--- config.mk ---
export PLATFORM = sky130hd
export DESIGN_NAME = hwthread_ctrl
export DESIGN_NICKNAME = d
export VERILOG_FILES = /design/src/rtl/hwthread_pkg.sv /design/src/rtl/hwthread_regs.sv /design/src/rtl/hwthread_fsm.sv /design/src/rtl/hwthread_busreq.sv /design/src/rtl/hwthread_ctrl.sv
export SDC_FILE = /design/constraint.sdc
export NUM_CORES = 1
export LEC_CHECK = 0
export CORE_MARGIN = 2
export CORE_UTILIZATION = 60
export CTS_CLUSTER_DIAMETER = 80
export CTS_CLUSTER_SIZE = 16
export DETAILED_ROUTE_END_ITERATION = 7
export DONT_BUFFER_PORTS = 1
export GPL_TIMING_DRIVEN = 0
export PLACE_DENSITY = 0.82
export REMOVE_ABC_BUFFERS = 1
export SYNTH_ARGS = -nofsm -noshare
export SYNTH_HDL_FRONTEND = slang
export SYNTH_HIERARCHICAL = 1
export SYNTH_SLANG_ARGS = --single-unit
--- constraint.sdc ---
create_clock -name clk -period 3.9 [get_ports clk]
set_clock_uncertainty 0.1 [all_clocks]
set_input_delay 0.195 -clock clk [delete_from_list [all_inputs] [get_ports clk]]
set_output_delay 0.195 -clock clk [all_outputs]
set_load 0.01 [all_outputs]
--- src/rtl/hwthread_pkg.sv ---
package hwthread_pkg;

  typedef enum logic [1:0] {
    TS_IDLE = 2'b00,
    TS_RUN  = 2'b01,
    TS_WAIT = 2'b10
  } tstate_e;

  typedef enum logic [1:0] {
    WR_NONE  = 2'b00,
    WR_SPIN  = 2'b01,
    WR_BLOCK = 2'b10,
    WR_STOP  = 2'b11
  } wreason_e;

  // op bit 0: blocking, op bit 1: semaphore (carries request number)
  localparam logic [1:0] OP_SPIN_LOCK  = 2'b00;
  localparam logic [1:0] OP_BLOCK_LOCK = 2'b01;
  localparam logic [1:0] OP_SPIN_SEM   = 2'b10;
  localparam logic [1:0] OP_BLOCK_SEM  = 2'b11;

  localparam logic [1:0] CMD_RUN    = 2'b01;
  localparam logic [1:0] CMD_STOP   = 2'b10;
  localparam logic [1:0] CMD_CLRERR = 2'b11;

  localparam int unsigned REG_AW = 3;
  localparam logic [REG_AW-1:0] REG_CMD    = 3'd0;
  localparam logic [REG_AW-1:0] REG_STATUS = 3'd1;
  localparam logic [REG_AW-1:0] REG_TID    = 3'd2;
  localparam logic [REG_AW-1:0] REG_ARG    = 3'd3;
  localparam logic [REG_AW-1:0] REG_RESULT = 3'd4;

  localparam int unsigned ST_ERR_BIT    = 2;
  localparam int unsigned ST_ACQ_BIT    = 3;
  localparam int unsigned ST_PARK_BIT   = 4;
  localparam int unsigned ST_STOPPD_BIT = 5;

endpackage

--- src/rtl/hwthread_regs.sv ---
module hwthread_regs
  import hwthread_pkg::*;
#(
  parameter int unsigned DATA_W = 32,
  parameter int unsigned TID_W  = 8
) (
  input  logic                 clk,
  input  logic                 rst_n,
  input  logic                 en,
  input  logic                 soft_reset,
  input  logic                 cpu_wr,
  input  logic [REG_AW-1:0]    cpu_addr,
  input  logic [DATA_W-1:0]    cpu_wdata,
  output logic [DATA_W-1:0]    cpu_rdata,
  input  tstate_e              state_i,
  input  logic                 acquired_i,
  input  logic                 parked_i,
  input  logic                 stop_pend_i,
  input  logic                 usr_res_we,
  input  logic [DATA_W-1:0]    usr_res_data,
  output logic                 cmd_run_o,
  output logic                 cmd_stop_o,
  output logic [TID_W-1:0]     tid_o,
  output logic [DATA_W-1:0]    arg_o
);

  logic              wr_cmd;
  logic              cmd_clr;
  logic              tid_we, arg_we, res_we;
  logic              err_q, err_d;
  logic [TID_W-1:0]  tid_q;
  logic [DATA_W-1:0] arg_q, res_q;
  logic [DATA_W-1:0] status_w;

  // command decode: strobes only while not frozen
  always_comb begin
    wr_cmd     = en && cpu_wr && (cpu_addr == REG_CMD);
    cmd_run_o  = wr_cmd && (cpu_wdata[1:0] == CMD_RUN);
    cmd_stop_o = wr_cmd && (cpu_wdata[1:0] == CMD_STOP);
    cmd_clr    = wr_cmd && (cpu_wdata[1:0] == CMD_CLRERR);
    tid_we     = en && cpu_wr && (cpu_addr == REG_TID);
    arg_we     = en && cpu_wr && (cpu_addr == REG_ARG);
    res_we     = en && usr_res_we;
  end

  always_comb begin
    err_d = err_q;
    if (cmd_run_o && (state_i != TS_IDLE)) err_d = 1'b1;
    else if (cmd_clr)                      err_d = 1'b0;
  end

  always_ff @(posedge clk or negedge rst_n) begin
    if (!rst_n) begin
      err_q <= 1'b0;
      tid_q <= '0;
      arg_q <= '0;
      res_q <= '0;
    end else if (soft_reset) begin
      err_q <= 1'b0;
      tid_q <= '0;
      arg_q <= '0;
      res_q <= '0;
    end else begin
      if (en)     err_q <= err_d;
      if (tid_we) tid_q <= cpu_wdata[TID_W-1:0];
      if (arg_we) arg_q <= cpu_wdata;
      if (res_we) res_q <= usr_res_data;
    end
  end

  always_comb begin
    status_w                = '0;
    status_w[1:0]           = state_i;
    status_w[ST_ERR_BIT]    = err_q;
    status_w[ST_ACQ_BIT]    = acquired_i;
    status_w[ST_PARK_BIT]   = parked_i;
    status_w[ST_STOPPD_BIT] = stop_pend_i;
  end

  always_comb begin
    cpu_rdata = '0;
    case (cpu_addr)
      REG_STATUS: cpu_rdata = status_w;
      REG_TID:    cpu_rdata[TID_W-1:0] = tid_q;
      REG_ARG:    cpu_rdata = arg_q;
      REG_RESULT: cpu_rdata = res_q;
      default:    cpu_rdata = '0;
    endcase
  end

  assign tid_o = tid_q;
  assign arg_o = arg_q;

  assert_err_sticky_R3: assert property (@(posedge clk) disable iff (!rst_n)
    (cmd_run_o && (state_i != TS_IDLE) && !soft_reset) |=> err_q);

  assert_err_clear_R3: assert property (@(posedge clk) disable iff (!rst_n)
    (cmd_clr && !soft_reset) |=> !err_q);

endmodule

--- src/rtl/hwthread_fsm.sv ---
module hwthread_fsm
  import hwthread_pkg::*;
(
  input  logic       clk,
  input  logic       rst_n,
  input  logic       en,
  input  logic       soft_reset,
  input  logic       cmd_run,
  input  logic       cmd_stop,
  input  logic       usr_req,
  input  logic [1:0] usr_op,
  input  logic       usr_stop,
  input  logic       rsp_valid,
  input  logic       rsp_ok,
  input  logic       bm_grant,
  output tstate_e    state_o,
  output logic       parked_o,
  output logic       acquired_o,
  output logic       done_o,
  output logic       stop_pend_o,
  output logic       issue_o
);

  tstate_e  st_q, st_d;
  wreason_e rs_q, rs_d;
  logic     pk_q, pk_d;
  logic     acq_q, acq_d;
  logic     done_q, done_d;
  logic     issue_c;

  // next-state logic
  always_comb begin
    st_d    = st_q;
    rs_d    = rs_q;
    pk_d    = pk_q;
    acq_d   = acq_q;
    done_d  = 1'b0;
    issue_c = 1'b0;
    case (st_q)
      TS_IDLE: begin
        if (cmd_run) begin
          st_d = TS_RUN;
          rs_d = WR_NONE;
        end
      end
      TS_RUN: begin
        if (usr_stop) begin
          st_d = TS_IDLE;
        end else if (usr_req) begin
          st_d    = TS_WAIT;
          rs_d    = usr_op[0] ? WR_BLOCK : WR_SPIN;
          pk_d    = 1'b0;
          issue_c = 1'b1;
        end else if (cmd_stop) begin
          st_d = TS_WAIT;
          rs_d = WR_STOP;
        end
      end
      TS_WAIT: begin
        case (rs_q)
          WR_SPIN: begin
            if (rsp_valid) begin
              st_d   = TS_RUN;
              rs_d   = WR_NONE;
              acq_d  = rsp_ok;
              done_d = 1'b1;
            end
          end
          WR_BLOCK: begin
            if (pk_q) begin
              if (bm_grant) begin
                st_d   = TS_RUN;
                rs_d   = WR_NONE;
                pk_d   = 1'b0;
                acq_d  = 1'b1;
                done_d = 1'b1;
              end
            end else if (rsp_valid) begin
              if (rsp_ok) begin
                st_d   = TS_RUN;
                rs_d   = WR_NONE;
                acq_d  = 1'b1;
                done_d = 1'b1;
              end else begin
                pk_d  = 1'b1;
                acq_d = 1'b0;
              end
            end
          end
          WR_STOP: begin
            if (usr_stop) begin
              st_d = TS_IDLE;
              rs_d = WR_NONE;
            end
          end
          default: begin
            st_d = TS_RUN;
            rs_d = WR_NONE;
          end
        endcase
      end
      default: begin
        st_d = TS_IDLE;
        rs_d = WR_NONE;
      end
    endcase
  end

  // state registers
  always_ff @(posedge clk or negedge rst_n) begin
    if (!rst_n) begin
      st_q   <= TS_IDLE;
      rs_q   <= WR_NONE;
      pk_q   <= 1'b0;
      acq_q  <= 1'b0;
      done_q <= 1'b0;
    end else if (soft_reset) begin
      st_q   <= TS_IDLE;
      rs_q   <= WR_NONE;
      pk_q   <= 1'b0;
      acq_q  <= 1'b0;
      done_q <= 1'b0;
    end else if (en) begin
      st_q   <= st_d;
      rs_q   <= rs_d;
      pk_q   <= pk_d;
      acq_q  <= acq_d;
      done_q <= done_d;
    end
  end

  assign issue_o     = issue_c && en && !soft_reset;
  assign state_o     = st_q;
  assign parked_o    = pk_q;
  assign acquired_o  = acq_q;
  assign done_o      = done_q;
  assign stop_pend_o = (st_q == TS_WAIT) && (rs_q == WR_STOP);

  assert_idle_to_run_R2: assert property (@(posedge clk) disable iff (!rst_n)
    (st_q == TS_IDLE && cmd_run && !soft_reset) |=> (st_q == TS_RUN));

  assert_spin_return_R5: assert property (@(posedge clk) disable iff (!rst_n)
    (st_q == TS_WAIT && rs_q == WR_SPIN && rsp_valid && en && !soft_reset)
      |=> (st_q == TS_RUN && done_q));

  assert_block_park_R6: assert property (@(posedge clk) disable iff (!rst_n)
    (st_q == TS_WAIT && rs_q == WR_BLOCK && !pk_q && rsp_valid && !rsp_ok && en && !soft_reset)
      |=> (st_q == TS_WAIT && pk_q));

  assert_freeze_R8: assert property (@(posedge clk) disable iff (!rst_n)
    (!en && !soft_reset) |=> ($stable(st_q) && $stable(acq_q)));

  assert_soft_reset_R9: assert property (@(posedge clk) disable iff (!rst_n)
    soft_reset |=> (st_q == TS_IDLE && !acq_q));

  assert_done_pulse_R11: assert property (@(posedge clk) disable iff (!rst_n)
    (done_q && en && !soft_reset) |=> !done_q);

endmodule

--- src/rtl/hwthread_busreq.sv ---
module hwthread_busreq
  import hwthread_pkg::*;
#(
  parameter int unsigned ADDR_W = 32,
  parameter int unsigned TID_W  = 8,
  parameter int unsigned RNUM_W = 8
) (
  input  logic              clk,
  input  logic              rst_n,
  input  logic              en,
  input  logic              soft_reset,
  input  logic              issue,
  input  logic [1:0]        usr_op,
  input  logic [ADDR_W-1:0] usr_base,
  input  logic [RNUM_W-1:0] usr_reqnum,
  input  logic [TID_W-1:0]  tid,
  input  logic              bm_ack,
  input  logic              bm_status,
  output logic              bm_req,
  output logic [ADDR_W-1:0] bm_addr,
  output logic [1:0]        bm_op,
  output logic [TID_W-1:0]  bm_p1,
  output logic [RNUM_W-1:0] bm_p2,
  output logic              rsp_valid,
  output logic              rsp_ok
);

  logic              req_q;
  logic [ADDR_W-1:0] addr_q;
  logic [1:0]        op_q;
  logic [TID_W-1:0]  p1_q;
  logic [RNUM_W-1:0] p2_q;
  logic [RNUM_W-1:0] p2_d;

  // locks carry no request number
  assign p2_d = usr_op[1] ? usr_reqnum : '0;

  always_ff @(posedge clk or negedge rst_n) begin
    if (!rst_n) begin
      req_q  <= 1'b0;
      addr_q <= '0;
      op_q   <= '0;
      p1_q   <= '0;
      p2_q   <= '0;
    end else if (soft_reset) begin
      req_q  <= 1'b0;
      addr_q <= '0;
      op_q   <= '0;
      p1_q   <= '0;
      p2_q   <= '0;
    end else if (en) begin
      if (issue) begin
        req_q  <= 1'b1;
        addr_q <= usr_base;
        op_q   <= usr_op;
        p1_q   <= tid;
        p2_q   <= p2_d;
      end else if (req_q && bm_ack) begin
        req_q <= 1'b0;
      end
    end
  end

  assign rsp_valid = req_q && bm_ack;
  assign rsp_ok    = bm_status;
  assign bm_req    = req_q;
  assign bm_addr   = addr_q;
  assign bm_op     = op_q;
  assign bm_p1     = p1_q;
  assign bm_p2     = p2_q;

  assert_req_hold_R4: assert property (@(posedge clk) disable iff (!rst_n)
    (req_q && !bm_ack && !soft_reset)
      |=> (req_q && $stable(addr_q) && $stable(op_q) && $stable(p1_q) && $stable(p2_q)));

  assert_single_outstanding_R5: assert property (@(posedge clk) disable iff (!rst_n)
    issue |-> !req_q);

  assert_req_drop_R9: assert property (@(posedge clk) disable iff (!rst_n)
    soft_reset |=> !req_q);

endmodule

--- src/rtl/hwthread_ctrl.sv ---
module hwthread_ctrl
  import hwthread_pkg::*;
#(
  parameter int unsigned ADDR_W = 32,
  parameter int unsigned DATA_W = 32,
  parameter int unsigned TID_W  = 8,
  parameter int unsigned RNUM_W = 8
) (
  input  logic              clk,
  input  logic              rst_n,
  input  logic              soft_stop,
  input  logic              soft_reset,
  input  logic              cpu_wr,
  input  logic [2:0]        cpu_addr,
  input  logic [DATA_W-1:0] cpu_wdata,
  output logic [DATA_W-1:0] cpu_rdata,
  input  logic              usr_req,
  input  logic [1:0]        usr_op,
  input  logic [ADDR_W-1:0] usr_base,
  input  logic [RNUM_W-1:0] usr_reqnum,
  input  logic              usr_stop,
  input  logic              usr_res_we,
  input  logic [DATA_W-1:0] usr_res_data,
  output logic              usr_running,
  output logic              usr_stop_req,
  output logic              usr_done,
  output logic              usr_acquired,
  output logic [DATA_W-1:0] usr_arg,
  output logic              bm_req,
  output logic [ADDR_W-1:0] bm_addr,
  output logic [1:0]        bm_op,
  output logic [TID_W-1:0]  bm_p1,
  output logic [RNUM_W-1:0] bm_p2,
  input  logic              bm_ack,
  input  logic              bm_status,
  input  logic              bm_grant
);

  logic             en;
  logic             cmd_run, cmd_stop;
  logic [TID_W-1:0] tid;
  tstate_e          state;
  logic             parked, acquired, done, stop_pend, issue;
  logic             rsp_valid, rsp_ok;

  assign en = !soft_stop;

  hwthread_regs #(.DATA_W(DATA_W), .TID_W(TID_W)) u_regs (
    .clk(clk), .rst_n(rst_n), .en(en), .soft_reset(soft_reset),
    .cpu_wr(cpu_wr), .cpu_addr(cpu_addr), .cpu_wdata(cpu_wdata), .cpu_rdata(cpu_rdata),
    .state_i(state), .acquired_i(acquired), .parked_i(parked), .stop_pend_i(stop_pend),
    .usr_res_we(usr_res_we), .usr_res_data(usr_res_data),
    .cmd_run_o(cmd_run), .cmd_stop_o(cmd_stop), .tid_o(tid), .arg_o(usr_arg)
  );

  hwthread_fsm u_fsm (
    .clk(clk), .rst_n(rst_n), .en(en), .soft_reset(soft_reset),
    .cmd_run(cmd_run), .cmd_stop(cmd_stop),
    .usr_req(usr_req), .usr_op(usr_op), .usr_stop(usr_stop),
    .rsp_valid(rsp_valid), .rsp_ok(rsp_ok), .bm_grant(bm_grant),
    .state_o(state), .parked_o(parked), .acquired_o(acquired), .done_o(done),
    .stop_pend_o(stop_pend), .issue_o(issue)
  );

  hwthread_busreq #(.ADDR_W(ADDR_W), .TID_W(TID_W), .RNUM_W(RNUM_W)) u_bus (
    .clk(clk), .rst_n(rst_n), .en(en), .soft_reset(soft_reset),
    .issue(issue), .usr_op(usr_op), .usr_base(usr_base), .usr_reqnum(usr_reqnum),
    .tid(tid), .bm_ack(bm_ack), .bm_status(bm_status),
    .bm_req(bm_req), .bm_addr(bm_addr), .bm_op(bm_op), .bm_p1(bm_p1), .bm_p2(bm_p2),
    .rsp_valid(rsp_valid), .rsp_ok(rsp_ok)
  );

  assign usr_running  = (state == TS_RUN);
  assign usr_stop_req = stop_pend;
  assign usr_done     = done;
  assign usr_acquired = acquired;

  assert_req_only_waiting_R4: assert property (@(posedge clk) disable iff (!rst_n)
    bm_req |-> (state == TS_WAIT));

  assert_idle_quiet_R1: assert property (@(posedge clk) disable iff (!rst_n)
    (state == TS_IDLE) |-> (!bm_req && !usr_done));

endmodule

==> flow_summary.json, run 1 <==
{
  "rsz0062_at_grt": "false",
  "layout_commonest_cell": "dfrtp_1",
  "final_cell_mix": "131 x dfrtp_1, 118 x dlygate4sd3_1, 75 x nand2b_1, 56 x a22o_1, 47 x mux2i_1",
  "route.vias.total": 5577,
  "syn_area_um2": 6810,
  "cts_max_path_buffers": 2,
  "r2r_cells": 6,
  "io_pins": 239,
  "hold_violations": 0,
  "slew_violations": 0,
  "drt.antenna.violating_nets": 0,
  "register_area_um2": 3280,
  "die_w_um": 111,
  "wl_per_cell_um": 23.2,
  "die_area_um2": 12200,
  "crit_arrival_ns": 3.69,
  "place_ws_ns": 1.43,
  "status": "finished clean",
  "grt.overflow.total": 0,
  "via_per_inst": 6.53,
  "num_rows": 38,
  "clock-sinks": 131,
  "stdcell_count": 854,
  "synth-edff-count": 0,
  "synth_compound_area_share_pct": 23.5,
  "nFillCells": 620,
  "die_h_um": 111,
  "end_kind": "register",
  "clk_latency_ns": 0.41,
  "synth_top_area_cell": "dfrtp_1",
  "synthCells": 618,
  "fin_crit_sh_pct": 88.2,
  "min_path_cells": 3,
  "multi_input_area_um2": 3140,
  "wl_um": 19800,
  "antenna_found_initial": 1,
  "areaGrowthSynthToFinish_pct": 25.4,
  "portBuffers": 0,
  "synthXorXnorAreaFrac_pct": 0,
  "grt_use_total_pct": 32.3,
  "place_congestion": 0.871,
  "synth_top_family_by_area": "compound AO/OA/AOI/OAI gates",
  "setup_viol": 0,
  "synth-adder-area-share_pct": 0.552,
  "cp-start-kind": "register",
  "max_freq_mhz": 291,
  "power.density_nw_per_um2": 395,
  "post_cts_buffers": 0,
  "ir_drop_uv": 271,
  "cts_root_buffer": "clkbuf_16",
  "hold_class": "input port to register",
  "cts_htree_levels": 4,
  "first_pass_iters": 5,
  "synth.area.mux_share_pct": 6.91,
  "final_net_count": 823,
  "grt_max_degree": 132,
  "grt_first_pass_wirelength_um": 31600,
  "dr.first_iter.drc_count": 605,
  "setup_ws_ns": 0.461,
  "synth_seq_cells": 131,
  "max-slew-margin-rel_pct": 12.9,
  "final_util_pct": 78.0,
  "ys_seq_area_share_pct": 48.2,
  "syn_area_per_cell_um2": 11.0,
  "yosys-top-cells-area": "dfrtp_1 48%, a22o_1 7.2%, mux2i_1 6.9%, nand2b_1 6.9%, a21bo_1 6.3%",
  "start_util_pct": 62.2,
  "tns_ns": 0,
  "cts_tree": "built",
  "async_reset_ff_share_pct": 100,
  "yosys.area.top_type_share_pct": 48.2,
  "synthSimpleGateAreaFrac_pct": 15.0,
  "whs_ns": 0.0403,
  "crit_path_max_fanout": 101,
  "dpl.cell_count": 701,
  "synth_cell_types": 53,
  "maxCapViolCount": 0,
  "cts_made_buffers": 17,
  "drive_gt1_share_pct": 9.26,
  "crit_type": "register to register",
  "worst_pin_slew_ns": 1.31,
  "finalCriticalPeriod_ns": 3.44,
  "core_area_um2": 10900,
  "drc": 0,
  "hpwlAfterDp_um": 9950,
  "grt_pass1_vias": 5823,
  "ys.flop_type": "dfrtp_1",
  "synth_warnings": 6,
  "clk_pin_slew_worst_paths_ns": 0.06,
  "cp.required_ns": 4.15,
  "p_leak_nw": 3.64
}
critical path, cell delays in order (launching register included):
cell	delay, ns
dfrtp_1	0.52
and4bb_1	0.35
and3_4	0.89
nand3_1	0.13
dlygate4sd3_1	0.62
a21oi_2	0.14
dlygate4sd3_1	0.57
synth_stat cells (all sizes together), types with 2 or more instances:
cell type and count:
nand2 7, and2 4, clkbuf 20, buf 40, o22ai 7, o21ai 6, or4 2, inv 7
nor2 9, mux2i 47, and3b 2, nand3 43, o2bb2ai 2, a21bo 52, dfrtp 131, nand3b 2
ha 3, and2b 2, o221ai 3, or3b 3, a21oi 58, nor2b 7, a22o 56, nand2b 75
a22oi 8, nand4 8
through the flow:
stage	area, um2	power, W
floorplan	6430	0.00155
global placement	6610	0.00158
detailed placement	6680	0.00159
CTS	8530	0.00337
global route	8530	0.00347
finish	8530	0.00337
kinds of logic (layout without fill, tap and decap cells):
| family | Yosys count | after routing |
|---|---|---|
| and+or+nand+nor | 169 | 169 |
| AOI/OAI and AO/OA | 201 | 201 |
| adders and majority gates | 3 | 3 |
| DFF | 131 | 131 |
| muxes | 47 | 47 |
| buffers and inverters | 67 | 162 |
| other | 0 | 1 |
what timing repair did:
action / in CTS / in global routing
hold buffers: 120 / 0
resized for setup: 0 / 0
hold endpoints to repair: 262 / 0
sequential cells by signal (all words and copies together) (netlist names):
name              flops
u_bus/bm_addr        32
u_bus/bm_op           2
u_bus/bm_p1           8
u_bus/bm_p2           8
u_bus/bm_req          1
u_fsm/acquired_o      1
u_fsm/done_o          1
u_fsm/parked_o        1
u_fsm/rs_q            2
u_fsm/state_o         2
u_regs/arg_o         32
u_regs/err_q          1
u_regs/res_q         32
u_regs/tid_o          8
where the power goes:
| group | switching, W | internal (W) |
|---|---|---|
| clock | 0.000599 | 0.00104 |
| combinational | 0.000160 | 0.000150 |
| sequential | 0.0000310 | 0.00139 |
path summary, 6_finish.rpt:
check                      slack [ns]                    startpoint                       endpoint
setup / recovery                 0.46  u_fsm/state_o[1]$_DFFE_PN0P_  u_bus/bm_addr[15]$_DFFE_PN0P_
hold / removal                   0.04                      bm_grant     u_fsm/parked_o$_DFFE_PN0P_
setup reg to reg                 0.46  u_fsm/state_o[1]$_DFFE_PN0P_  u_bus/bm_addr[15]$_DFFE_PN0P_
hold reg to reg                  0.41   u_regs/res_q[5]$_DFFE_PN0P_    u_regs/res_q[5]$_DFFE_PN0P_
max in group asynchronous        2.84                         rst_n    u_regs/res_q[2]$_DFFE_PN0P_
min in group asynchronous        0.26                         rst_n   u_fsm/state_o[0]$_DFFE_PN0P_
per-layer routing:
metal	share of wire, %	global-route usage, %	vias up
met2	49	53.9	364
met5	0	0	-
met1	39	39.9	2750
met4	2.6	12.0	0
met3	9.1	9.50	49
li1	-	-	2414
area by class of cell:
| class | instances | share of cell area [%] |
|---|---|---|
| antenna | 1 | 0.0293 |
| clock inverter | 11 | 1.80 |
| timing repair buffer | 123 | 15.2 |
| multi-input combinational | 420 | 36.8 |
| clock buffer | 21 | 5.40 |
| inverter | 7 | 0.337 |
| tap | 140 | 2.05 |
| sequential | 131 | 38.4 |
Note: power is estimated with default switching activity, not from simulation.
==> run 2: changes to the inputs <==
- SYNTH_HIERARCHICAL: 1 -> unset
==> run 2 against run 1 <==
  * The flow now stops in clock tree synthesis (4_1_cts)
  * Synthesized cell count fell by 1.6%
  * Synthesized area fell by 14%
==> flow_summary.json, run 2 <==
{
  "status": "stopped before the end",
  "lastStage": "clock tree synthesis (4_1_cts)",
  "stop_error": "[ERROR RSZ-0060] Max buffer count reached.",
  "ys.flop_type": "dfrtp_1",
  "hpwlAfterDp_um": 10100,
  "synthCells": 608,
  "cts_made_buffers": 17,
  "cts_root_buffer": "clkbuf_8",
  "yosysMostFrequentCell": "nand2_1",
  "synth_common_cells": "165 x nand2_1, 131 x dfrtp_1, 88 x a21oi_1",
  "post_cts_buffers": 0,
  "portBuffers": 0,
  "cts_hold_buf": 146,
  "clock-sinks": 131,
  "cts_max_path_buffers": 2,
  "synth_seq_cells": 131,
  "die_h_um": 103,
  "io_pins": 239,
  "place_congestion": 0.896,
  "cts_htree_levels": 4,
  "ys_seq_area_share_pct": 55.8,
  "syn_area_um2": 5880,
  "yosys.area.top_type_share_pct": 55.8,
  "cts_resized": 0,
  "start_util_pct": 61.0,
  "synth_warnings": 0,
  "yosys-top-cells-area": "dfrtp_1 56%, nand2_1 11%, a22o_1 9.8%, a21oi_1 7.5%, buf_2 1.7%",
  "num_rows": 36,
  "async_reset_ff_share_pct": 100,
  "synth_top_area_cell": "dfrtp_1",
  "synth-edff-count": 0,
  "die_w_um": 103,
  "syn_area_per_cell_um2": 9.67,
  "synth_cell_types": 45
}
run 2: metrics by stage:
stage / hold slack, ns / util [%] / instances / area (um2) / worst slack [ns]
after detailed placement: -0.198 / 60.7 / 694 / 5860 / 0.851
after floorplan: -0.201 / - / 559 / 5650 / 1.71
after global placement: -0.198 / 60.4 / 692 / 5820 / 0.967
run 2: cells by family after synthesis:
group | Yosys count | synth area share [%]
buffers and inverters | 59 | 4.45
AOI/OAI and AO/OA | 190 | 21.7
muxes | 6 | 1.02
and+or+nand+nor | 219 | 16.4
DFF | 131 | 55.8
adders and majority gates | 3 | 0.639
==> run 3: changes to the inputs <==
- CORE_UTILIZATION: 60 -> 40
- CTS_CLUSTER_DIAMETER: 80 -> unset
- CTS_CLUSTER_SIZE: 16 -> unset
- PLACE_DENSITY: 0.82 -> unset
- PLACE_DENSITY_LB_ADDON: unset -> 0.15
==> run 3 against run 2 <==
  * The run now ends clean
  * Synthesized cell count did not move
  * Synthesized area did not move
==> flow_summary.json, run 3 <==
{
  "post_cts_buffers": 0,
  "netSwitchingPower_w": 0.000811,
  "wl_per_cell_um": 19.8,
  "diodes": 0,
  "final_util_pct": 53.5,
  "clk_pin_slew_worst_paths_ns": 0.06,
  "path_cells": "and3b_1, nand3_2, nand2_1, a21oi_1, dlygate4sd3_1",
  "clock-sinks": 131,
  "drive_gt1_share_pct": 6.63,
  "end_kind": "register",
  "portBuffers": 0,
  "ir_drop_uv": 267,
  "grt_first_pass_wirelength_um": 28300,
  "crit_path_max_fanout": 32,
  "cts_made_buffers": 17,
  "clk_latency_ns": 0.41,
  "cts_max_path_buffers": 2,
  "cp-start-kind": "input port",
  "first_pass_iters": 4,
  "stdcell_count": 893,
  "crit_type": "input port to register",
  "async_reset_ff_share_pct": 100,
  "switching_share_pct": 25.0,
  "power.density_nw_per_um2": 420,
  "final_net_count": 819,
  "synth_top_area_cell": "dfrtp_1",
  "worst_pin_slew_ns": 1.35,
  "cts_root_buffer": "clkbuf_16",
  "grt_pass1_vias": 5219,
  "via_per_inst": 5.70,
  "ys.flop_type": "dfrtp_1",
  "cts_htree_levels": 4,
  "max_freq_mhz": 362,
  "io_pins": 239,
  "maxCapViolCount": 0,
  "syn_area_per_cell_um2": 9.67,
  "grt.overflow.total": 0,
  "grt_use_total_pct": 22.7,
  "cts_tree": "built",
  "p_leak_nw": 3.27,
  "route.vias.total": 5091,
  "combPwrFrac_pct": 8.2,
  "antenna_found_initial": 0,
  "hold_class": "input port to register",
  "areaGrowthSynthToFinish_pct": 31.4,
  "die_w_um": 125,
  "synth_seq_cells": 131,
  "tns_ns": 0,
  "final_cell_mix": "164 x nand2_1, 131 x dfrtp_1, 115 x dlygate4sd3_1, 87 x a21oi_1, 66 x a22o_1",
  "drt.antenna.violating_nets": 0,
  "slew_violations": 0,
  "dr.first_iter.drc_count": 174,
  "fin_crit_sh_pct": 70.8,
  "num_rows": 44,
  "dpl.cell_count": 744,
  "synth_common_cells": "165 x nand2_1, 131 x dfrtp_1, 88 x a21oi_1",
  "finalCriticalPeriod_ns": 2.76,
  "place_congestion": 0.878,
  "synth-edff-count": 0,
  "synth_warnings": 0,
  "rsz0062_at_grt": "false",
  "setup_viol": 0,
  "synth_cell_types": 45,
  "power_w": 0.00324,
  "p_int_w": 0.00243,
  "hpwlAfterDp_um": 10800,
  "ys_seq_area_share_pct": 55.8,
  "synthCells": 608,
  "nFillCells": 1256,
  "max_stage_delay_ns": 1.04,
  "max-slew-margin-rel_pct": 9.83,
  "drc": 0,
  "status": "finished clean",
  "cp.required_ns": 4.10,
  "die_area_um2": 15700,
  "yosys-top-cells-area": "dfrtp_1 56%, nand2_1 11%, a22o_1 9.8%, a21oi_1 7.5%, buf_2 1.7%",
  "hold_violations": 0,
  "crit_arrival_ns": 2.96,
  "wl_um": 17700,
  "syn_area_um2": 5880,
  "yosysMostFrequentCell": "nand2_1",
  "yosys.area.top_type_share_pct": 55.8,
  "layout_commonest_cell": "nand2_1",
  "p_seq_share_pct": 43.9,
  "start_util_pct": 40.7,
  "pwr-share-clk_pct": 47.9,
  "die_h_um": 125,
  "core_area_um2": 14400,
  "grt_max_degree": 132,
  "slowest_stage": "and3b_1"
}
==> run 3: final cells by class <==
class                           instances  area (um2)  share of cell area [%]
Tap cell                              184         230                    2.98
Clock buffer                           18         439                    5.69
Sequential cell                       131        3280                    42.5
Clock inverter                         14         141                    1.83
Timing Repair Buffer                  118        1230                    16.0
Multi-Input combinational cell        418        2360                    30.6
Inverter                               10        37.5                   0.486
==> run 3: cells by family after synthesis <==
logic type / after synthesis / share of synthesized area (%)
and+or+nand+nor: 219 / 16.4
AOI/OAI and AO/OA: 190 / 21.7
DFF: 131 / 55.8
buffers and inverters: 59 / 4.45
muxes: 6 / 1.02
adders and majority gates: 3 / 0.639
==> run 3: path summary, 6_finish.rpt <==
check / cells after the start / endpoint / slack, ns / from
worst max-delay path: 5 / u_regs.arg_o[8]$_DFFE_PN0P_ / 1.14 / cpu_addr[2]
worst min-delay path: 3 / u_regs.tid_o[3]$_DFFE_PN0P_ / 0.03 / cpu_addr[0]
worst max register to register: 6 / u_fsm.parked_o$_DFFE_PN0P_ / 1.27 / u_fsm.state_o[1]$_DFFE_PN0P_
worst min register to register: 1 / u_regs.res_q[6]$_DFFE_PN0P_ / 0.40 / u_regs.res_q[6]$_DFFE_PN0P_
max in group asynchronous: 2 / u_regs.res_q[2]$_DFFE_PN0P_ / 2.83 / rst_n
min in group asynchronous: 2 / u_bus.bm_addr[14]$_DFFE_PN0P_ / 0.35 / rst_n
==> run 3: layer usage <==
metal  GRT usage [%]  up-vias  routed length [um]
li1                -     2313                   -
met1            26.4     2487                6910
met2            38.4      252                8790
met3            7.15       39                1430
met4            10.7        0                 582
met5               0        -                   0
==> run 3: power by group through the flow <==
stage / Sequential [W] / Combinational, W / Clock, W
3_3_place_gp: 0.00144 / 0.000114 / 0
5_1_grt: 0.00142 / 0.000292 / 0.00166
2_1_floorplan: 0.00144 / 0.0000914 / 0
3_5_place_dp: 0.00144 / 0.000122 / 0
4_1_cts: 0.00142 / 0.000265 / 0.00159
6_report: 0.00142 / 0.000266 / 0.00155
==> run 3: critical path, delay by kind of cell <==
kind            cells  cell delay, ns
simple gates        3            2.11
compound gates      1            0.08
buf+inv             1            0.56
==> run 3: what timing repair did <==
action | CTS | global route
hold buffers | 117 | 0
resized for setup | 0 | 0
hold endpoints to repair | 261 | 0
==> run 3: metrics by stage <==
stage | hold slack [ns] | setup WS, ns | instance area, um2
4_1_cts | 0.00824 | 0.623 | 7710
6_report | 0.0337 | 1.14 | 7720
3_3_place_gp | -0.198 | 0.821 | 5880
2_1_floorplan | -0.201 | 1.71 | 5650
3_5_place_dp | -0.198 | 0.683 | 5920
5_1_grt | 0.0219 | 0.923 | 7720
==> run 4: changes to the inputs <==
- ABC_AREA: unset -> 1
- clock period: 3.9 -> 2.4 ns (I/O delays scaled with it)
==> run 4 against run 3 <==
  * The flow now finishes with violations (negative hold slack)
  * Final cell count grew 20%
  * Clock power grew 83%
  * Global-route usage grew 1.4 points
  * Power grew 84%
  * Setup slack lost 1.1 ns
  * Flip-flop and latch count is the same
  * Hold slack lost 0.74 ns
  * Final area grew 7.7%
  * Non-clock buffer count grew 27
  * Clock-buffer cell count grew 1
  * Synthesized cell count grew 23%
  * Critical endpoint is now u_regs.err_q$_DFFE_PN0P_
==> flow_summary.json, run 4 <==
{
  "grt_pass1_vias": 6078,
  "power.density_nw_per_um2": 717,
  "end_kind": "register",
  "p_leak_nw": 3.83,
  "switching_share_pct": 25.5,
  "synth_seq_cells": 131,
  "rsz0062_at_grt": "false",
  "power_w": 0.00596,
  "fin_crit_sh_pct": 97.0,
  "wl_um": 19900,
  "slowest_stage": "dlygate4sd3_1",
  "ys_seq_area_share_pct": 53.3,
  "grt_first_pass_wirelength_um": 30800,
  "final_cell_mix": "144 x dlygate4sd3_1, 136 x nand3_1, 135 x nand2_1, 131 x dfrtp_1, 109 x inv_1",
  "max_stage_delay_ns": 0.67,
  "post_cts_buffers": 0,
  "io_pins": 239,
  "synth-edff-count": 0,
  "cp.required_ns": 2.59,
  "async_reset_ff_share_pct": 100,
  "maxCapViolCount": 0,
  "die_w_um": 128,
  "setup_ws_ns": 0.0715,
  "cts_tree": "built",
  "synth_common_cells": "136 x nand3_1, 135 x nand2_1, 131 x dfrtp_1",
  "wl_per_cell_um": 18.6,
  "cp_num_buf_inv": 3,
  "syn_area_um2": 6150,
  "syn_area_per_cell_um2": 8.21,
  "whs_ns": -0.704,
  "synth_cell_types": 29,
  "drt.antenna.violating_nets": 0,
  "start_util_pct": 40.8,
  "max-slew-margin-rel_pct": 28.0,
  "place_congestion": 0.876,
  "place_ws_ns": -0.503,
  "hpwlAfterDp_um": 11500,
  "die_area_um2": 16400,
  "cts_root_buffer": "clkbuf_16",
  "crit_path_max_fanout": 5,
  "slew_violations": 0,
  "die_h_um": 128,
  "clock-sinks": 131,
  "areaGrowthSynthToFinish_pct": 35.1,
  "ir_drop_uv": 496,
  "antenna_found_initial": 1,
  "p_seq_share_pct": 40.5,
  "r2r_setup_slack_ns": 0.20,
  "hold_violations": 131,
  "p_int_w": 0.00444,
  "core_area_um2": 15100,
  "route.vias.total": 5804,
  "cts_htree_levels": 4,
  "r2r_cells": 7,
  "grt_use_total_pct": 24.2,
  "synth_warnings": 0,
  "drc": 0,
  "failed_checks": "negative hold slack",
  "combPwrFrac_pct": 12.0,
  "num_rows": 45,
  "clk_latency_ns": 0.41,
  "yosys.area.top_type_share_pct": 53.3,
  "yosysMostFrequentCell": "nand3_1",
  "via_per_inst": 5.42,
  "grt_max_degree": 132,
  "portBuffers": 0,
  "layout_commonest_cell": "dlygate4sd3_1",
  "crit_type": "input port to register",
  "first_pass_iters": 4,
  "cts_max_path_buffers": 2,
  "dpl.cell_count": 893,
  "netSwitchingPower_w": 0.00152,
  "synthCells": 749,
  "crit_arrival_ns": 2.52,
  "cts_hold_buf": 144,
  "rr_startpoint": "u_fsm.state_o[1]$_DFFE_PN0P_",
  "worst_r2r_endpoint": "u_bus.bm_addr[4]$_DFFE_PN0P_",
  "dr.first_iter.drc_count": 361,
  "status": "complete, but fails checks",
  "ys.flop_type": "dfrtp_1",
  "hold_class": "input port to asynchronous set/reset pin",
  "grt.overflow.total": 0,
  "cp-start-kind": "input port",
  "synth_top_area_cell": "dfrtp_1",
  "cts_made_buffers": 17,
  "path_delay_family": "buffers and inverters",
  "stdcell_count": 1070,
  "final_net_count": 992,
  "setup_viol": 0,
  "finalCriticalPeriod_ns": 2.33,
  "pwr-share-clk_pct": 47.5,
  "path_cells": "dlygate4sd3_1, nor2_4, nand3_1, nor4_1, dlygate4sd3_1, o22ai_1, dlygate4sd3_1",
  "max_freq_mhz": 429,
  "worst_pin_slew_ns": 1.08,
  "yosys-top-cells-area": "dfrtp_1 53%, nand3_1 11%, nand2_1 8.2%, o21ai_0 7.0%, inv_1 6.7%",
  "drive_gt1_share_pct": 5.33,
  "clk_pin_slew_worst_paths_ns": 0.06,
  "cpMostUsedCell": "dlygate4sd3_1"
}
==> run 4: routing by layer <==
metal | wire length [um] | GRT usage, % | up-vias
met5 | 0 | 0 | -
met4 | 329 | 9.44 | 0
met3 | 1580 | 7.30 | 27
met2 | 9770 | 41.5 | 252
met1 | 8220 | 28.5 | 2844
li1 | - | - | 2681
==> run 4: cell families (layout without fill, tap and decap cells) <==
| group | count (synthesis) | count (layout) | synth area share (%) |
|---|---|---|---|
| compound gates | 139 | 139 | 12.2 |
| buf+inv | 158 | 289 | 10.5 |
| fa+ha+maj | 3 | 3 | 0.610 |
| flops | 131 | 131 | 53.3 |
| other cells | 0 | 1 | 0 |
| simple gates | 318 | 319 | 23.4 |
==> run 4: cell type report <==
class	instances	area, um2
flip-flops and latches	131	3280
well taps	188	235
clock inverters	12	206
diodes	1	2.50
inverters	113	427
multi-input cells	461	2260
fillers	1316	6780
repair buffers	145	1470
clock buffers	19	433
==> run 4: worst max path at each step <==
stage	to	depth (start not counted)	start	slack, ns
2_1_floorplan	u_regs.res_q[0]$_DFFE_PN0P_	3	soft_reset	0.56
3_3_place_gp	u_regs.res_q[14]$_DFFE_PN0P_	3	soft_reset	-0.51
3_5_place_dp	u_regs.arg_o[23]$_DFFE_PN0P_	5	cpu_addr[2]	-0.50
4_1_cts	u_bus.bm_p1[2]$_DFFE_PN0P_	7	u_fsm.state_o[1]$_DFFE_PN0P_	0.008
5_1_grt	u_regs.err_q$_DFFE_PN0P_	7	soft_stop	0.01
6_report	u_regs.err_q$_DFFE_PN0P_	7	soft_stop	0.07
==> run 4: power by group through the flow <==
stage	logic, W	clock network [W]	registers (W)
after floorplan	0.000378	0	0.00243
after global placement	0.000488	0	0.00245
after detailed placement	0.000508	0	0.00245
after CTS	0.000696	0.00288	0.00241
after global routing	0.000789	0.00298	0.00242
final	0.000714	0.00283	0.00241
==> run 4: timing repair <==
| action | in CTS | in global routing |
|---|---|---|
| cloned | 0 | 1 |
| gates resized for setup | 2 | 2 |
| pin swaps | 0 | 1 |
| endpoints found under the setup margin | 16 | 13 |
| endpoints found under the hold margin | 254 | 131 |
==> run 4: worst register-to-register path, cell delays in order, from the launching register on <==
cell and delay, ns:
dfrtp_1 0.46, inv_2 0.13, nand2_2 0.09, nor2_4 0.13, nand2_4 0.34, nor2_4 0.66, nand2_1 0.14, nand2_1 0.09
==> run 4: metrics by stage <==
step	hold WS (ns)	area [um2]	TNS [ns]	util [%]
floorplan	-0.276	5930	0	-
global route	-0.730	8310	0	55.1
global placement	-0.273	6160	-25.83	40.8
finish	-0.704	8310	0	55.1
detailed placement	-0.273	6200	-14.57	41.1
CTS	-0.719	8290	0	54.9
